[config.mk]
export PLATFORM = sky130hd
export DESIGN_NAME = gpmx_top
export DESIGN_NICKNAME = d
export VERILOG_FILES = /design/src/rtl/gpmx_pkg.sv /design/src/rtl/gpmx_regs.sv /design/src/rtl/gpmx_commit.sv /design/src/rtl/gpmx_route.sv /design/src/rtl/gpmx_top.sv
export SDC_FILE = /design/constraint.sdc
export NUM_CORES = 1
export LEC_CHECK = 0
export ABC_CLOCK_PERIOD_IN_PS = 1350
export BUFFER_PORTS_ARGS = -buffer_cell sky130_fd_sc_hd__buf_2
export CORE_AREA = 2 2 218 220
export CTS_CLUSTER_DIAMETER = 40
export CTS_CLUSTER_SIZE = 30
export DETAILED_ROUTE_END_ITERATION = 10
export DIE_AREA = 0 0 220 222
export HOLD_SLACK_MARGIN = 0.12
export PLACE_DENSITY = 0.57
export SETUP_SLACK_MARGIN = 0.4
export SYNTH_ARGS = -nofsm -noshare
export SYNTH_HDL_FRONTEND = slang
export SYNTH_HIERARCHICAL = 1
export SYNTH_SLANG_ARGS = --single-unit
export TNS_END_PERCENT = 10
[constraint.sdc]
create_clock -name clk -period 1.35 [get_ports clk]
set_input_delay 0 -clock clk [delete_from_list [all_inputs] [get_ports clk]]
set_output_delay 0 -clock clk [all_outputs]
set_load 0.005 [all_outputs]
[src/rtl/gpmx_pkg.sv]
package gpmx_pkg;

    localparam int ADDR_W   = 3;
    localparam int FN_LANES = 3;

    typedef enum logic [1:0] {
        SEL_GPIO = 2'd0,
        SEL_FN1  = 2'd1,
        SEL_FN2  = 2'd2,
        SEL_FN3  = 2'd3
    } pin_sel_e;

endpackage

[src/rtl/gpmx_regs.sv]
module gpmx_regs
    import gpmx_pkg::*;
#(
    parameter int NPINS = 32
) (
    input  logic                clk,
    input  logic                rst_n,
    input  logic                wr_en,
    input  logic [ADDR_W-1:0]   wr_addr,
    input  logic [NPINS-1:0]    wr_data,
    input  logic                rd_en,
    input  logic [ADDR_W-1:0]   rd_addr,
    input  logic                set_we,
    input  logic [NPINS-1:0]    set_mask,
    input  logic                clr_we,
    input  logic [NPINS-1:0]    clr_mask,
    input  logic                tgl_we,
    input  logic [NPINS-1:0]    tgl_mask,
    input  logic [NPINS-1:0]    pad_in,
    output logic [NPINS-1:0]    rd_data,
    output logic [2*NPINS-1:0]  mux_cfg,
    output logic [NPINS-1:0]    dir_q,
    output logic [NPINS-1:0]    lat_q
);

    localparam int MUX_W     = 2 * NPINS;
    localparam int MUX_WORDS = MUX_W / NPINS;
    localparam logic [ADDR_W-1:0] A_DIR = ADDR_W'(MUX_WORDS);
    localparam logic [ADDR_W-1:0] A_DAT = ADDR_W'(MUX_WORDS + 1);

    logic [MUX_W-1:0] mux_q;
    logic [NPINS-1:0] rd_q;
    logic [NPINS-1:0] lat_base, lat_nxt, set_eff, clr_eff, tgl_eff;
    logic [NPINS-1:0] rd_sel;

    // Atomic update: toggle first, then set, then clear (clear wins).
    always_comb begin
        lat_base = (wr_en && wr_addr == A_DAT) ? wr_data : lat_q;
        tgl_eff  = tgl_we ? tgl_mask : '0;
        set_eff  = set_we ? set_mask : '0;
        clr_eff  = clr_we ? clr_mask : '0;
        lat_nxt  = ((lat_base ^ tgl_eff) | set_eff) & ~clr_eff;
    end

    always_comb begin
        rd_sel = '0;
        for (int w = 0; w < MUX_WORDS; w++) begin
            if (rd_addr == ADDR_W'(w)) rd_sel = mux_q[w*NPINS +: NPINS];
        end
        if (rd_addr == A_DIR) rd_sel = dir_q;
        if (rd_addr == A_DAT) rd_sel = pad_in;
    end

    always_ff @(posedge clk or negedge rst_n) begin
        if (!rst_n) begin
            mux_q <= '0;
            dir_q <= '0;
            lat_q <= '0;
            rd_q  <= '0;
        end else begin
            for (int w = 0; w < MUX_WORDS; w++) begin
                if (wr_en && wr_addr == ADDR_W'(w)) mux_q[w*NPINS +: NPINS] <= wr_data;
            end
            if (wr_en && wr_addr == A_DIR) dir_q <= wr_data;
            lat_q <= lat_nxt;
            if (rd_en) rd_q <= rd_sel;
        end
    end

    assign mux_cfg = mux_q;
    assign rd_data = rd_q;

endmodule

[src/rtl/gpmx_commit.sv]
module gpmx_commit #(
    parameter int W     = 64,
    parameter int DELAY = 2
) (
    input  logic         clk,
    input  logic         rst_n,
    input  logic [W-1:0] cfg_in,
    output logic [W-1:0] cfg_act
);

    logic [W-1:0] pipe_q [DELAY];

    always_ff @(posedge clk or negedge rst_n) begin
        if (!rst_n) begin
            for (int i = 0; i < DELAY; i++) pipe_q[i] <= '0;
        end else begin
            pipe_q[0] <= cfg_in;
            for (int i = 1; i < DELAY; i++) pipe_q[i] <= pipe_q[i-1];
        end
    end

    assign cfg_act = pipe_q[DELAY-1];

endmodule

[src/rtl/gpmx_route.sv]
module gpmx_route
    import gpmx_pkg::*;
#(
    parameter int NPINS = 32,
    parameter logic [FN_LANES*NPINS-1:0] FN_IDLE = '0
) (
    input  logic [2*NPINS-1:0]         sel_act,
    input  logic [NPINS-1:0]           latch,
    input  logic [NPINS-1:0]           dir,
    input  logic [NPINS-1:0]           pad_in,
    input  logic [FN_LANES*NPINS-1:0]  fn_out,
    input  logic [FN_LANES*NPINS-1:0]  fn_oe,
    output logic [NPINS-1:0]           pad_out,
    output logic [NPINS-1:0]           pad_oe,
    output logic [FN_LANES*NPINS-1:0]  fn_in
);

    for (genvar n = 0; n < NPINS; n++) begin : g_pin
        pin_sel_e sel;
        logic     po, oe;

        assign sel = pin_sel_e'(sel_act[2*n +: 2]);

        always_comb begin
            unique case (sel)
                SEL_GPIO: begin po = latch[n];                oe = dir[n];                end
                SEL_FN1:  begin po = fn_out[0*NPINS + n];     oe = fn_oe[0*NPINS + n];     end
                SEL_FN2:  begin po = fn_out[1*NPINS + n];     oe = fn_oe[1*NPINS + n];     end
                SEL_FN3:  begin po = fn_out[2*NPINS + n];     oe = fn_oe[2*NPINS + n];     end
            endcase
        end

        assign pad_out[n] = po;
        assign pad_oe[n]  = oe;

        for (genvar k = 0; k < FN_LANES; k++) begin : g_lane
            assign fn_in[k*NPINS + n] = (sel == pin_sel_e'(2'(k + 1))) ? pad_in[n]
                                                                      : FN_IDLE[k*NPINS + n];
        end
    end

endmodule

[src/rtl/gpmx_top.sv]
module gpmx_top
    import gpmx_pkg::*;
#(
    parameter int NPINS = 32,
    parameter logic [FN_LANES*NPINS-1:0] FN_IDLE = {32'hFFFF_FFFF, 32'h0F0F_0F0F, 32'h0000_0000},
    parameter int COMMIT_DELAY = 2
) (
    input  logic                        clk,
    input  logic                        rst_n,
    input  logic                        wr_en,
    input  logic [ADDR_W-1:0]           wr_addr,
    input  logic [NPINS-1:0]            wr_data,
    input  logic                        rd_en,
    input  logic [ADDR_W-1:0]           rd_addr,
    output logic [NPINS-1:0]            rd_data,
    input  logic                        set_we,
    input  logic [NPINS-1:0]            set_mask,
    input  logic                        clr_we,
    input  logic [NPINS-1:0]            clr_mask,
    input  logic                        tgl_we,
    input  logic [NPINS-1:0]            tgl_mask,
    input  logic [NPINS-1:0]            pad_in,
    output logic [NPINS-1:0]            pad_out,
    output logic [NPINS-1:0]            pad_oe,
    input  logic [FN_LANES*NPINS-1:0]   fn_out,
    input  logic [FN_LANES*NPINS-1:0]   fn_oe,
    output logic [FN_LANES*NPINS-1:0]   fn_in
);

    localparam int SEL_W = 2 * NPINS;

    logic [SEL_W-1:0] mux_cfg;
    logic [SEL_W-1:0] sel_act;
    logic [NPINS-1:0] dir_q;
    logic [NPINS-1:0] lat_q;

    gpmx_regs #(.NPINS(NPINS)) u_regs (
        .clk      (clk),
        .rst_n    (rst_n),
        .wr_en    (wr_en),
        .wr_addr  (wr_addr),
        .wr_data  (wr_data),
        .rd_en    (rd_en),
        .rd_addr  (rd_addr),
        .set_we   (set_we),
        .set_mask (set_mask),
        .clr_we   (clr_we),
        .clr_mask (clr_mask),
        .tgl_we   (tgl_we),
        .tgl_mask (tgl_mask),
        .pad_in   (pad_in),
        .rd_data  (rd_data),
        .mux_cfg  (mux_cfg),
        .dir_q    (dir_q),
        .lat_q    (lat_q)
    );

    gpmx_commit #(.W(SEL_W), .DELAY(COMMIT_DELAY)) u_commit (
        .clk     (clk),
        .rst_n   (rst_n),
        .cfg_in  (mux_cfg),
        .cfg_act (sel_act)
    );

    gpmx_route #(.NPINS(NPINS), .FN_IDLE(FN_IDLE)) u_route (
        .sel_act (sel_act),
        .latch   (lat_q),
        .dir     (dir_q),
        .pad_in  (pad_in),
        .fn_out  (fn_out),
        .fn_oe   (fn_oe),
        .pad_out (pad_out),
        .pad_oe  (pad_oe),
        .fn_in   (fn_in)
    );

endmodule

# Yosys cells after proc, flatten, opt, wreduce, memory -nomap -nowiden
# Index checks and enable logic that the tools add are counted.
[totals] output_inout_bits=192 regBits=288 elab_cells=319
[classes] eq_ne=102 reduce_logical=38 bitwise=4 mux=168
[ops] op="two-way mux 32 bit" n=8
[ops] op="case mux 1 bit (4 select lines)" n=64
[ops] op="== test 2 bit (second input constant)" n=64
[ops] op="two-way mux 1 bit" n=96
[ops] op="== test 2 x 1 -> 1 bit (second input constant)" n=32
[ops] op="logical NOT 2 bit" n=32
[ops] op="AND 32 bit" n=1
[ops] op="inverter 32 bit" n=1
[ops] op="OR 32 bit" n=1
[ops] op="bitwise XOR 32 bit" n=1
[ops] op="== test 3 x 2 -> 1 bit (second input constant)" n=4
[ops] op="== test 3 x 1 -> 1 bit (second input constant)" n=2
[ops] op="logical NOT 3 bit" n=2
[ops] op="logical AND 1 bit" n=4

# Depth between registers and ports, before layout
# Gate-level depths: netlist of the first run.
[logic_depth] word_depth=6 depth_mapped=5

# By module
# The synthesis of the first run kept the hierarchy.
[by_module_without_submodules] module="gpmx_regs" cells_per_inst=586 area_each_um2=7601.0 seq_area_each_um2=4003.8 n_inst=1
[by_module_without_submodules] module="gpmx_commit" cells_per_inst=192 area_each_um2=3683.5 seq_area_each_um2=3203.1 n_inst=1
[by_module_without_submodules] module="gpmx_route" cells_per_inst=224 area_each_um2=3002.9 seq_area_each_um2=0.0 n_inst=1

# Worst setup path before layout of the first run
# OpenSTA, ideal clock, no wires.
[synth_timing] kind="in2reg" from="in rd_addr[0]" to="reg u_regs.rd_q[10] (netlist: u_regs/rd_data[10])" path_slack_ns=0.142 arrival_time_ns=1.067 cell_stages=5 t_required_ns=1.209 n_path_buf=2 cell_sequence="clkbuf_1 buf_4 mux4_2 inv_1 o22ai_1"
[synth_via] elab_chain_len=5
[synth_lines] element="start, declared" line_no="gpmx_top.sv:14" text="input logic [ADDR_W-1:0] rd_addr,"
[synth_lines] element="logical NOT 3 bit" line_no="gpmx_regs.sv:48" text="if (rd_addr == ADDR_W'(w)) rd_sel = mux_q[w*NPINS +: NPINS];"
[synth_lines] element="two-way mux 32 bit (2 in series)" line_no="gpmx_regs.sv:48"
[synth_lines] element="two-way mux 32 bit" line_no="gpmx_regs.sv:50" text="if (rd_addr == A_DIR) rd_sel = dir_q;"
[synth_lines] element="two-way mux 32 bit (*)" line_no="gpmx_regs.sv:51" text="if (rd_addr == A_DAT) rd_sel = pad_in;"
[synth_lines] element="end signal, assigned" line_no="gpmx_regs.sv:66" text="if (rd_en) rd_q <= rd_sel;"
[synth_lines] element="end, declared" line_no="gpmx_regs.sv:32" text="logic [NPINS-1:0] rd_q;"
# Every way passes the cells marked *; elsewhere a longest branch is shown, timed or not.
# A chain may end at the register's enable or synchronous reset.

# Final worst setup path of the first run
[layout_timing] from="reg u_commit.pipe_q, in the netlist u_commit/cfg_act[40]" to="out pad_out[20]"
[layout_via] elab_chain_len=2
[layout_lines] element="start, declared" line_no="gpmx_commit.sv:11" text="logic [W-1:0] pipe_q [DELAY];"
[layout_lines] element="== test 2 bit, or another cell as far along" line_no="gpmx_route.sv:25" text="unique case (sel)"
[layout_lines] element="case mux 1 bit (4 select lines) (*)" line_no="gpmx_route.sv:25"
[layout_lines] element="end, declared" line_no="gpmx_top.sv:23" text="output logic [NPINS-1:0] pad_out,"
# Marked as above.

==> results of run 1 <==
-- cells in the final DEF (no fill, tap or decap), types with 2 or more instances in the layout --
cell type,count
dlymetal6s4s_1,2
o22ai_2,21
nand3b_1,32
inv_6,6
a22oi_1,30
dlygate4sd3_1,192
buf_6,55
mux2_1,7
a22oi_2,2
clkinv_8,5
dfrtp_1,233
nand2_1,64
inv_2,32
clkinvlp_4,3
xnor2_2,2
buf_12,17
mux2i_1,28
mux2i_2,4
inv_8,3
dfrtp_2,55
xnor2_1,30
clkinv_4,4
clkbuf_16,46
clkbuf_8,3
and3b_1,15
nor4bb_4,2
or3b_4,16
clkinv_2,4
and3b_2,33
buf_2,510
buf_4,20
mux2_2,89
bufinv_16,7
inv_1,32
mux4_2,96
o22ai_1,11
-- path summary, 6_finish.rpt --
| kind | end | cells after the start |
|---|---|---|
| min in group clk | u_regs/lat_q[1] | 5 |
| hold / removal | u_regs/dir_q[26] | 2 |
| setup reg to reg | u_regs/rd_data[15] | 4 |
| max in group asynchronous | u_commit/cfg_act[18] | 3 |
| setup / recovery | pad_out[20] | 2 |
| hold reg to reg | u_commit/cfg_act[45] | 0 |
-- report_power, final --
group | total (mW) | switching [mW] | internal [mW]
combinational | 7.06 | 2.52 | 4.54
sequential | 12.4 | 1.91 | 10.5
clock | 12.5 | 4.57 | 7.95
-- per-layer routing --
metal	GRT usage	vias up	share of wire
li1	-	4878	-
met1	0.249	5654	0.40
met2	0.360	488	0.51
met3	0.0453	95	0.066
met4	0.0615	6	0.028
met5	0	-	0.00096
-- state kept, by name (all words and copies together) (netlist names) --
name,cells
u_commit/pipe_q,64
u_regs/mux_cfg,64
u_regs/rd_data,32
u_regs/dir_q,32
u_commit/cfg_act,64
u_regs/lat_q,32
-- timing repair --
item | 4_1_cts | 5_1_grt
resized for setup | 123 | 73
pin swaps | 65 | 73
hold endpoints to repair | 448 | 52
setup endpoints to repair | 233 | 253
setup buffers | 6 | 5
-- metrics by stage --
| stage | hold WS (ps) | TNS [ps] |
|---|---|---|
| 6_report | -77.1 | -23300 |
| 5_1_grt | -86.6 | -31340 |
| 4_1_cts | -109 | -27230 |
| 3_3_place_gp | -88.4 | -1330 |
| 2_1_floorplan | -296 | 0 |
| 3_5_place_dp | -88.3 | -2680 |
-- cells by family after synthesis --
group / Yosys count
mux: 224
flops: 288
xor+xnor: 32
compound gates: 64
buf+inv: 229
simple gates: 165
-- critical path: cells and delay by family, from the launching register on --
kind | cells | cell delay (ps)
flip-flops | 1 | 460
multiplexers | 1 | 600
buffers and inverters | 1 | 150
-- Yosys cell counts --
library cell	count	area, um^2
and3b_2	32	320
inv_1	64	240
mux2i_1	32	320
dfrtp_1	288	7210
buf_1	4	15.0
mux4_1	64	1680
or3b_2	16	140
buf_4	137	1030
nand4b_4	1	23.8
o22ai_1	32	200
clkbuf_2	1	5.00
mux2_2	89	1000
mux2_1	7	78.8
nand2_1	64	240
and3b_1	16	140
nor4b_4	1	23.8
buf_2	3	15.0
nor4bb_1	2	20.0
nand2b_1	1	6.26
clkbuf_1	17	63.8
xnor2_1	32	280
a22oi_1	32	240
buf_6	3	33.8
mux4_2	32	721
nand3b_1	32	240
-- layout make-up --
cell class              count  area share
flip-flops and latches    288       0.342
inverters                  64      0.0113
clock buffers              50      0.0563
multi-input cells         485       0.267
clock inverters            33      0.0224
repair buffers            797       0.265
well taps                 607      0.0357
==> results by group, run 1 <==
Global route
  – Pin count of the biggest net entering global routing: 71
  – Initial antenna violation count: 6
  – Vias in the first global route: 12000
  – Total Routing Usage GR: 0.205
  – Grt total ovfl: 0
  – First-pass GRT wire length: 74200 um

Placed design
  – Port Buf Inserts: 556
  – Inst Count DP: 2036
  – Placed cell area: 17000 um^2
  – Final HPWL DP: 36500 um
  – Pre-CTS setup slack: -66.7 ps
  – Gpl congestion: 0.868

Route
  – WL final: 51200 um
  – DR iter-0 viols: 481
  – Avg WL per Cell: 22.0 um
  – Final ANT Viol Nets: 0
  – Vias per inst: 4.79
  – Vias: 11100
  – DRT Pass-1 Iters: 5
  – Remaining DRCs: 0

Synthesis
  – Post-Synth Adder-Cell Area: 0
  – Netlist cell types: 25
  – Synth Area in Simple Gates: 0.0808
  – Sequential share of the synthesized area: 0.504
  – Syn Area/Cell: 14.3 um^2
  – Post-Syn Area: 14300 um^2
  – Main combinational cell family by area after synthesis: multiplexers
  – Mux share of post-synthesis cell area: 0.266
  – Synth Register Bits: 288
  – Cells after Synth: 1002
  – Syn nets: 1367
  – Syn. warnings: 6
  – Fraction of the mapped netlist area in compound gates: 0.0308
  – Post-synthesis xor/xnor area fraction: 0.0196

Die
  – CORE AREA: 46300 um^2
  – Row count: 79
  – Die area: 48800 um^2
  – Initial Utilization: 0.309
  – Top-level I/O count: 557
  – Die W: 220 um
  – Die Height: 222 um

Layout
  – Layout Utilization: 0.459
  – Diode count: 0
  – Area of the multi-input gates: 5680 um^2
  – Nets: 2046
  – Area Growth Syn to Fin: 48.8%
  – Final Non-Filler Cells: 2324
  – FF/Latch Area: 7280 um^2
  – Fin area: 21300 um^2
  – Proportion of layout cells with a drive suffix above 1: 0.606
  – Fillers: 4189

Timing
  – RSZ-0062 raised after global routing: true
  – Worst Max-Slew Pin Slew: 464 ps
  – Final WS setup: -429 ps
  – Setup Skew: 23.4 ps
  – FMAX: 562 MHz
  – Post-layout min period: 1780 ps
  – Final count of hold timing violations: 26
  – Period utilization: 1.32
  – Setup-failing EPs final: 109
  – WHS: -77.1 ps
  – Relative slew margins: 0.691
  – Max Slew Vio Count: 0

Setup path
  – Crit path kind: flop to output port
  – Arr. time, crit path: 1780 ps
  – RR Startpoint: u_regs/dir_q[15]
  – Critical path data required time: 1350 ps
  – R2R Setup Slk: 100 ps
  – Worst-path cell chain: mux4_2 -> buf_6
  – Worst Setup End Kind: output port
  – CP Launch Type: flop
  – Max incr delay on CP: 600 ps
  – Max FO, Critical Path: 5
  – Crit. Startpoint: u_commit/cfg_act[40]
  – Slowest-stage cell, CP: mux4_2

Clocking
  – CTS tree: done
  – Hold_buf cts: 194
  – Clock transition at path regs: 60 ps
  – Clock tree sinks: 288
  – Clock Latency Late Sink: 560 ps
  – CTS max path bufs: 3
  – H-tree Lvls: 2
  – Root buf cell: clkbuf_16
  – TritonCTS Buffers: 45

Worst hold path
  – Worst hold path type: primary input to asynchronous set/reset pin

Run
  – Max-cap violations: 0

Power
  – Leak pwr: 9.97 nW
  – Power density cells: 1510 nW/um^2
  – VDD IR-drop max: 0.927 mV
  – Power Total: 32.0 mW

Status
  – Violated checks: negative hold slack, negative setup slack
  – Outcome: finished, violations left
(Power assumes the default switching activity.)
==> run 2, diff against run 1 <==
--- a/config.mk
+++ b/config.mk
@@ -7,11 +7,11 @@
 export LEC_CHECK = 0
 export ABC_CLOCK_PERIOD_IN_PS = 1350
 export BUFFER_PORTS_ARGS = -buffer_cell sky130_fd_sc_hd__buf_2
-export CORE_AREA = 2 2 218 220
+export CORE_AREA = 2 2 216 218
 export CTS_CLUSTER_DIAMETER = 40
 export CTS_CLUSTER_SIZE = 30
 export DETAILED_ROUTE_END_ITERATION = 10
-export DIE_AREA = 0 0 220 222
+export DIE_AREA = 0 0 218 220
 export HOLD_SLACK_MARGIN = 0.12
 export PLACE_DENSITY = 0.57
 export SETUP_SLACK_MARGIN = 0.4
==> run 2 against run 1 <==
The flow still finishes with violations (negative hold slack, negative setup slack). Critical path depth did not move. Via count is 0.40% higher. Power rose by 0.82%. Clock skew down 4.5 ps. Wire length fell by 0.26%. Clock-buffer cell count increased by 7. Final cell count up 0.47%. Critical path type unchanged.
==> results by group, run 2 (synthesis results as in run 1) <==
Status
  – Outcome: finished, violations left
  – Violated checks: negative hold slack, negative setup slack

Timing
  – Relative slew margins: 0.600
  – Period utilization: 1.29
  – Final count of hold timing violations: 26
  – Setup-failing EPs final: 115
  – RSZ-0062 raised after global routing: true
  – Post-layout min period: 1740 ps
  – Worst Max-Slew Pin Slew: 600 ps
  – Final WS setup: -395 ps
  – Setup Skew: 18.9 ps
  – WHS: -58.2 ps
  – FMAX: 573 MHz
  – Max Slew Vio Count: 0
  – TNS Setup: -25200 ps

Layout
  – Fin area: 21200 um^2
  – Commonest cells after routing, fill and taps aside: buf_2 (519), dfrtp_1 (231), dlygate4sd3_1 (184), mux4_2 (96), mux2_2 (89)
  – Fillers: 4137
  – Area of the multi-input gates: 5650 um^2
  – Most common cell after layout, fill and taps aside: buf_2
  – FF/Latch Area: 7280 um^2
  – Final Non-Filler Cells: 2335
  – Proportion of layout cells with a drive suffix above 1: 0.606
  – Nets: 2048
  – Layout Utilization: 0.462
  – Area Growth Syn to Fin: 48.4%

Placed design
  – Port Buf Inserts: 556
  – Inst Count DP: 2042
  – Placed cell area: 17000 um^2
  – Gpl congestion: 0.844
  – Pre-CTS setup slack: -71.5 ps
  – Final HPWL DP: 36100 um

Power
  – Leak pwr: 9.99 nW
  – VDD IR-drop max: 1.13 mV
  – Power Total: 32.3 mW
  – Power density cells: 1520 nW/um^2

Route
  – DR iter-0 viols: 593
  – Highest routed layer: met4
  – Avg WL per Cell: 21.9 um
  – Final ANT Viol Nets: 0
  – Remaining DRCs: 0
  – Met2 routed wirelength: 25500 um
  – DRT Pass-1 Iters: 5
  – Vias: 11200
  – Metal1 wirelength: 20700 um
  – Vias per inst: 4.78
  – WL final: 51100 um
  – Met3 wire length: 3230 um

Setup path
  – CP Launch Type: flop
  – RR Startpoint: u_regs/mux_cfg[14]
  – Critical path data required time: 1350 ps
  – Max incr delay on CP: 570 ps
  – Worst Setup End Kind: output port
  – Worst r2r dst: u_regs/rd_data[14]
  – Worst-path cell chain: mux4_2 -> buf_2
  – R2R Setup Slk: 160 ps
  – Crit. Startpoint: u_commit/cfg_act[60]
  – Slowest-stage cell, CP: mux4_2
  – Worst-case reg-to-reg path depth: 3
  – Crit path kind: flop to output port
  – Max FO, Critical Path: 5
  – Arr. time, crit path: 1740 ps

Die
  – Die area: 48000 um^2
  – Initial Utilization: 0.312
  – CORE AREA: 45900 um^2
  – Die Height: 220 um
  – Row count: 79
  – Top-level I/O count: 557
  – Die W: 218 um

Clocking
  – Clock Latency Late Sink: 570 ps
  – H-tree Lvls: 2
  – CTS max path bufs: 3
  – Clock transition at path regs: 60 ps
  – Clock tree sinks: 288
  – Root buf cell: clkbuf_16
  – CTS tree: done
  – TritonCTS Buffers: 50

Global route
  – Total Routing Usage GR: 0.205
  – Initial antenna violation count: 7
  – Vias in the first global route: 11700
  – Grt total ovfl: 0
  – Pin count of the biggest net entering global routing: 51
  – First-pass GRT wire length: 72000 um

Worst hold path
  – Worst hold path type: primary input to asynchronous set/reset pin

Run
  – Max-cap violations: 0
==> run 2: cell type report <==
cell class	instances	area share
antenna	3	0.000354
clock inverter	37	0.0196
inverter	64	0.0113
clock buffer	57	0.0627
timing repair buffer	794	0.261
multi-input combinational	485	0.266
tap	607	0.0358
sequential	288	0.343
==> run 2: repair_timing <==
item	CTS	global route
resized for setup	109	72
hold endpoints to repair	448	40
endpoints found under the setup margin	233	256
pin swaps	56	68
buffers inserted	3	5
cloned	0	0
hold buffers	187	1
==> run 2: worst max-delay path, delay by kind of cell, from the launching register on <==
kind | cells | cell delay (ps)
flip-flops | 1 | 440
buffers and inverters | 1 | 160
multiplexers | 1 | 570
==> run 2: worst max-delay path by stage <==
stage / to / slack [ps] / cells after the start
after floorplan: u_regs/rd_data[30] / 300 / 3
after global placement: u_regs/mux_cfg[51] / -40 / 5
after detailed placement: u_regs/mux_cfg[46] / -70 / 5
after CTS: pad_out[20] / -450 / 2
after global routing: pad_out[20] / -440 / 2
final: pad_oe[30] / -390 / 2
==> run 2: routing by layer <==
metal / vias to the layer above / track usage
li1: 4886 / -
met2: 495 / 0.345
met1: 5674 / 0.256
met5: - / 0
met4: 0 / 0.0837
met3: 110 / 0.0424
==> run 2: report_power, final <==
group          internal, mW  total [mW]  leakage (nW)  switching (mW)
registers              10.5        12.4          3.43            1.86
clock network          8.06        12.9         0.839            4.88
logic                  4.44        6.95          5.72            2.51
==> run 3, diff against run 2 <==
--- a/config.mk
+++ b/config.mk
@@ -5,15 +5,17 @@
 export SDC_FILE = /design/constraint.sdc
 export NUM_CORES = 1
 export LEC_CHECK = 0
+export ABC_AREA = 1
 export ABC_CLOCK_PERIOD_IN_PS = 1350
 export BUFFER_PORTS_ARGS = -buffer_cell sky130_fd_sc_hd__buf_2
-export CORE_AREA = 2 2 216 218
+export CORE_AREA = 2 2 219 221
 export CTS_CLUSTER_DIAMETER = 40
 export CTS_CLUSTER_SIZE = 30
 export DETAILED_ROUTE_END_ITERATION = 10
-export DIE_AREA = 0 0 218 220
+export DIE_AREA = 0 0 221 223
+export GPL_ROUTABILITY_DRIVEN = 0
 export HOLD_SLACK_MARGIN = 0.12
-export PLACE_DENSITY = 0.57
+export PLACE_DENSITY = 0.59
 export SETUP_SLACK_MARGIN = 0.4
 export SYNTH_ARGS = -nofsm -noshare
 export SYNTH_HDL_FRONTEND = slang
==> run 3 against run 2 <==
The flow finishes with violations (negative setup slack). Non-clock buffer count increased by 35. Clock skew is 1.3 ps higher. Hold slack better by 66 ps. Critical endpoint is now pad_out[16]. Register-to-register slack improved by 190 ps.
==> results by group, run 3 <==
Layout
  – Commonest cells after routing, fill and taps aside: buf_2 (549), nand2_1 (440), nand3_1 (370), dfrtp_1 (221), dlygate4sd3_1 (196)
  – Area Growth Syn to Fin: 45.9%
  – Most common cell after layout, fill and taps aside: buf_2
  – Fin area: 22700 um^2
  – Final Non-Filler Cells: 3293
  – Nets: 3003
  – Fillers: 4450
  – Proportion of layout cells with a drive suffix above 1: 0.360
  – Layout Utilization: 0.481

Synthesis
  – Post-Syn Area: 15500 um^2
  – Syn. warnings: 6
  – Number of synthesized flops with an enable pin: 0
  – Leading cell types by count after synthesis: nand2_1 (449), nand3_1 (401), dfrtp_1 (288)
  – Most numerous cell in the Yosys netlist: nand2_1
  – Top post-synthesis cells by area: dfrtp_1 (46%), nand3_1 (13%), nand2_1 (11%)
  – Syn nets: 2366
  – Synth async-reset ratio: 1.00
  – Post-synth top area share: 0.464
  – Cell taking the most area after synthesis: dfrtp_1
  – Netlist cell types: 20
  – Syn Area/Cell: 7.77 um^2
  – Cells after Synth: 2001
  – Post-synth top flop: dfrtp_1
  – Sequential share of the synthesized area: 0.464
  – Synth Register Bits: 288

Setup path
  – RR Startpoint: u_regs/lat_q[11]
  – Max incr delay on CP: 460 ps
  – CP Launch Type: flop
  – Slowest-stage cell, CP: dfrtp_2
  – Worst-path cell chain: inv_2 -> nand3_1 -> nand4_1 -> buf_2
  – Critical path data required time: 1350 ps
  – End of the critical path: pad_out[16]
  – R2R Setup Slk: 350 ps
  – Arr. time, crit path: 1540 ps
  – Crit path kind: flop to output port
  – Worst-case reg-to-reg path depth: 7
  – Crit. Startpoint: u_commit/cfg_act[32]
  – Worst r2r dst: u_regs/lat_q[11]
  – Max FO, Critical Path: 6
  – Worst Setup End Kind: output port

Global route
  – Total Routing Usage GR: 0.241
  – Pin count of the biggest net entering global routing: 79
  – Most Crowded Layer GR: met2
  – Initial antenna violation count: 5
  – Routing usage on met3: 0.0361
  – Grt total ovfl: 0
  – First-pass GRT wire length: 91900 um
  – Vias in the first global route: 16500
  – GRT met1 Usage: 0.288
  – GR Layer Usage met2: 0.426

Route
  – Remaining DRCs: 0
  – Vias: 16500
  – Avg WL per Cell: 18.9 um
  – Final ANT Viol Nets: 0
  – DRT Pass-1 Iters: 5
  – DR iter-0 viols: 942
  – Vias per inst: 5.01
  – WL final: 62200 um

Power
  – Switching pwr: 10.1 mW
  – VDD IR-drop max: 0.867 mV
  – Internal power: 21.7 mW
  – Leak pwr: 11.6 nW
  – Power density cells: 1400 nW/um^2
  – Power Total: 31.8 mW
  – Sequential power share: 0.383
  – Switching Fraction: 0.317
  – Clock network power share: 0.406
  – Comb pwr share: 0.211

Die
  – Top-level I/O count: 557
  – Row count: 80
  – Die area: 49300 um^2
  – Die Height: 223 um
  – Die W: 221 um
  – CORE AREA: 47100 um^2
  – Initial Utilization: 0.330

Placed design
  – Final HPWL DP: 43500 um
  – Placed cell area: 17900 um^2
  – Port Buf Inserts: 556
  – Inst Count DP: 2972
  – Pre-CTS setup slack: 128 ps

Timing
  – Setup Skew: 20.2 ps
  – WHS: 7.63 ps
  – Final count of hold timing violations: 0
  – Worst Max-Slew Pin Slew: 963 ps
  – FMAX: 648 MHz
  – Final WS setup: -193 ps
  – Max Slew Vio Count: 0
  – TNS Setup: -8030 ps
  – Setup-failing EPs final: 109
  – Relative slew margins: 0.358
  – Post-layout min period: 1540 ps
  – RSZ-0062 raised after global routing: true
  – Period utilization: 1.14

Status
  – Outcome: finished, violations left
  – Violated checks: negative setup slack

Clocking
  – Clock tree sinks: 288
  – CTS max path bufs: 3
  – H-tree Lvls: 2
  – Clock Latency Late Sink: 560 ps
  – Clock transition at path regs: 50 ps
  – CTS tree: done
  – Root buf cell: clkbuf_16
  – TritonCTS Buffers: 47

Run
  – Max-cap violations: 0

Worst hold path
  – Worst hold path type: primary input to asynchronous set/reset pin
run 3: cells by family (layout without fill, tap and decap cells):
logic type | Yosys count | in the layout | synth area share
AO/OA/AOI/OAI | 192 | 192 | 0.0618
flip-flops | 288 | 288 | 0.464
AND/OR/NAND/NOR | 1035 | 1035 | 0.305
other | 0 | 4 | 0
buffers and inverters | 486 | 1159 | 0.169
run 3: power groups by stage:
| stage | clock [mW] | combinational (mW) | sequential, mW |
|---|---|---|---|
| 6_report | 12.9 | 6.73 | 12.2 |
| 5_1_grt | 13.6 | 7.42 | 12.4 |
| 4_1_cts | 13.2 | 6.26 | 12.2 |
| 3_5_place_dp | 0 | 5.53 | 12.1 |
| 3_3_place_gp | 0 | 5.38 | 12.1 |
| 2_1_floorplan | 0 | 5.23 | 10.8 |
run 3: worst min-delay path by stage:
| stage | start | endpoint | slack [ps] | cells past startpoint |
|---|---|---|---|---|
| 2_1_floorplan | rst_n | u_commit/cfg_act[0] | -300 | 0 |
| 3_3_place_gp | rst_n | u_regs/rd_data[27] | -3 | 2 |
| 3_5_place_dp | rst_n | u_regs/lat_q[29] | 0.2 | 2 |
| 4_1_cts | rd_en | u_regs/rd_data[14] | -140 | 3 |
| 5_1_grt | rst_n | u_regs/rd_data[27] | 10 | 3 |
| 6_report | rst_n | u_regs/lat_q[29] | 8 | 3 |
run 3: metal layers:
layer  vias up  share of wire
li1       7705              -
met1      7872           0.40
met2       761           0.50
met3       166          0.054
met4         2          0.048
met5         -        0.00021
run 3: layout make-up:
class / instances / area [um^2] / area share
Sequential cell: 288 / 7290 / 0.322
Multi-Input combinational cell: 1227 / 6240 / 0.275
Timing Repair Buffer: 829 / 5710 / 0.252
Clock buffer: 53 / 1260 / 0.0556
Inverter: 245 / 940 / 0.0415
Tap cell: 615 / 769 / 0.0340
Clock inverter: 32 / 447 / 0.0197
Antenna cell: 4 / 10.0 / 0.000442
run 3: worst max-delay path: cells and delay by family, from the launching register on:
| kind | cells | cell delay, ps |
|---|---|---|
| AND/OR/NAND/NOR | 2 | 260 |
| flip-flops | 1 | 460 |
| buffers and inverters | 2 | 260 |
run 3: repair_timing:
action / CTS / global route
hold buffers: 209 / 2
hold endpoints to repair: 448 / 126
resized for setup: 147 / 134
pin swaps: 45 / 66
setup buffers: 10 / 11
setup endpoints to repair: 194 / 298
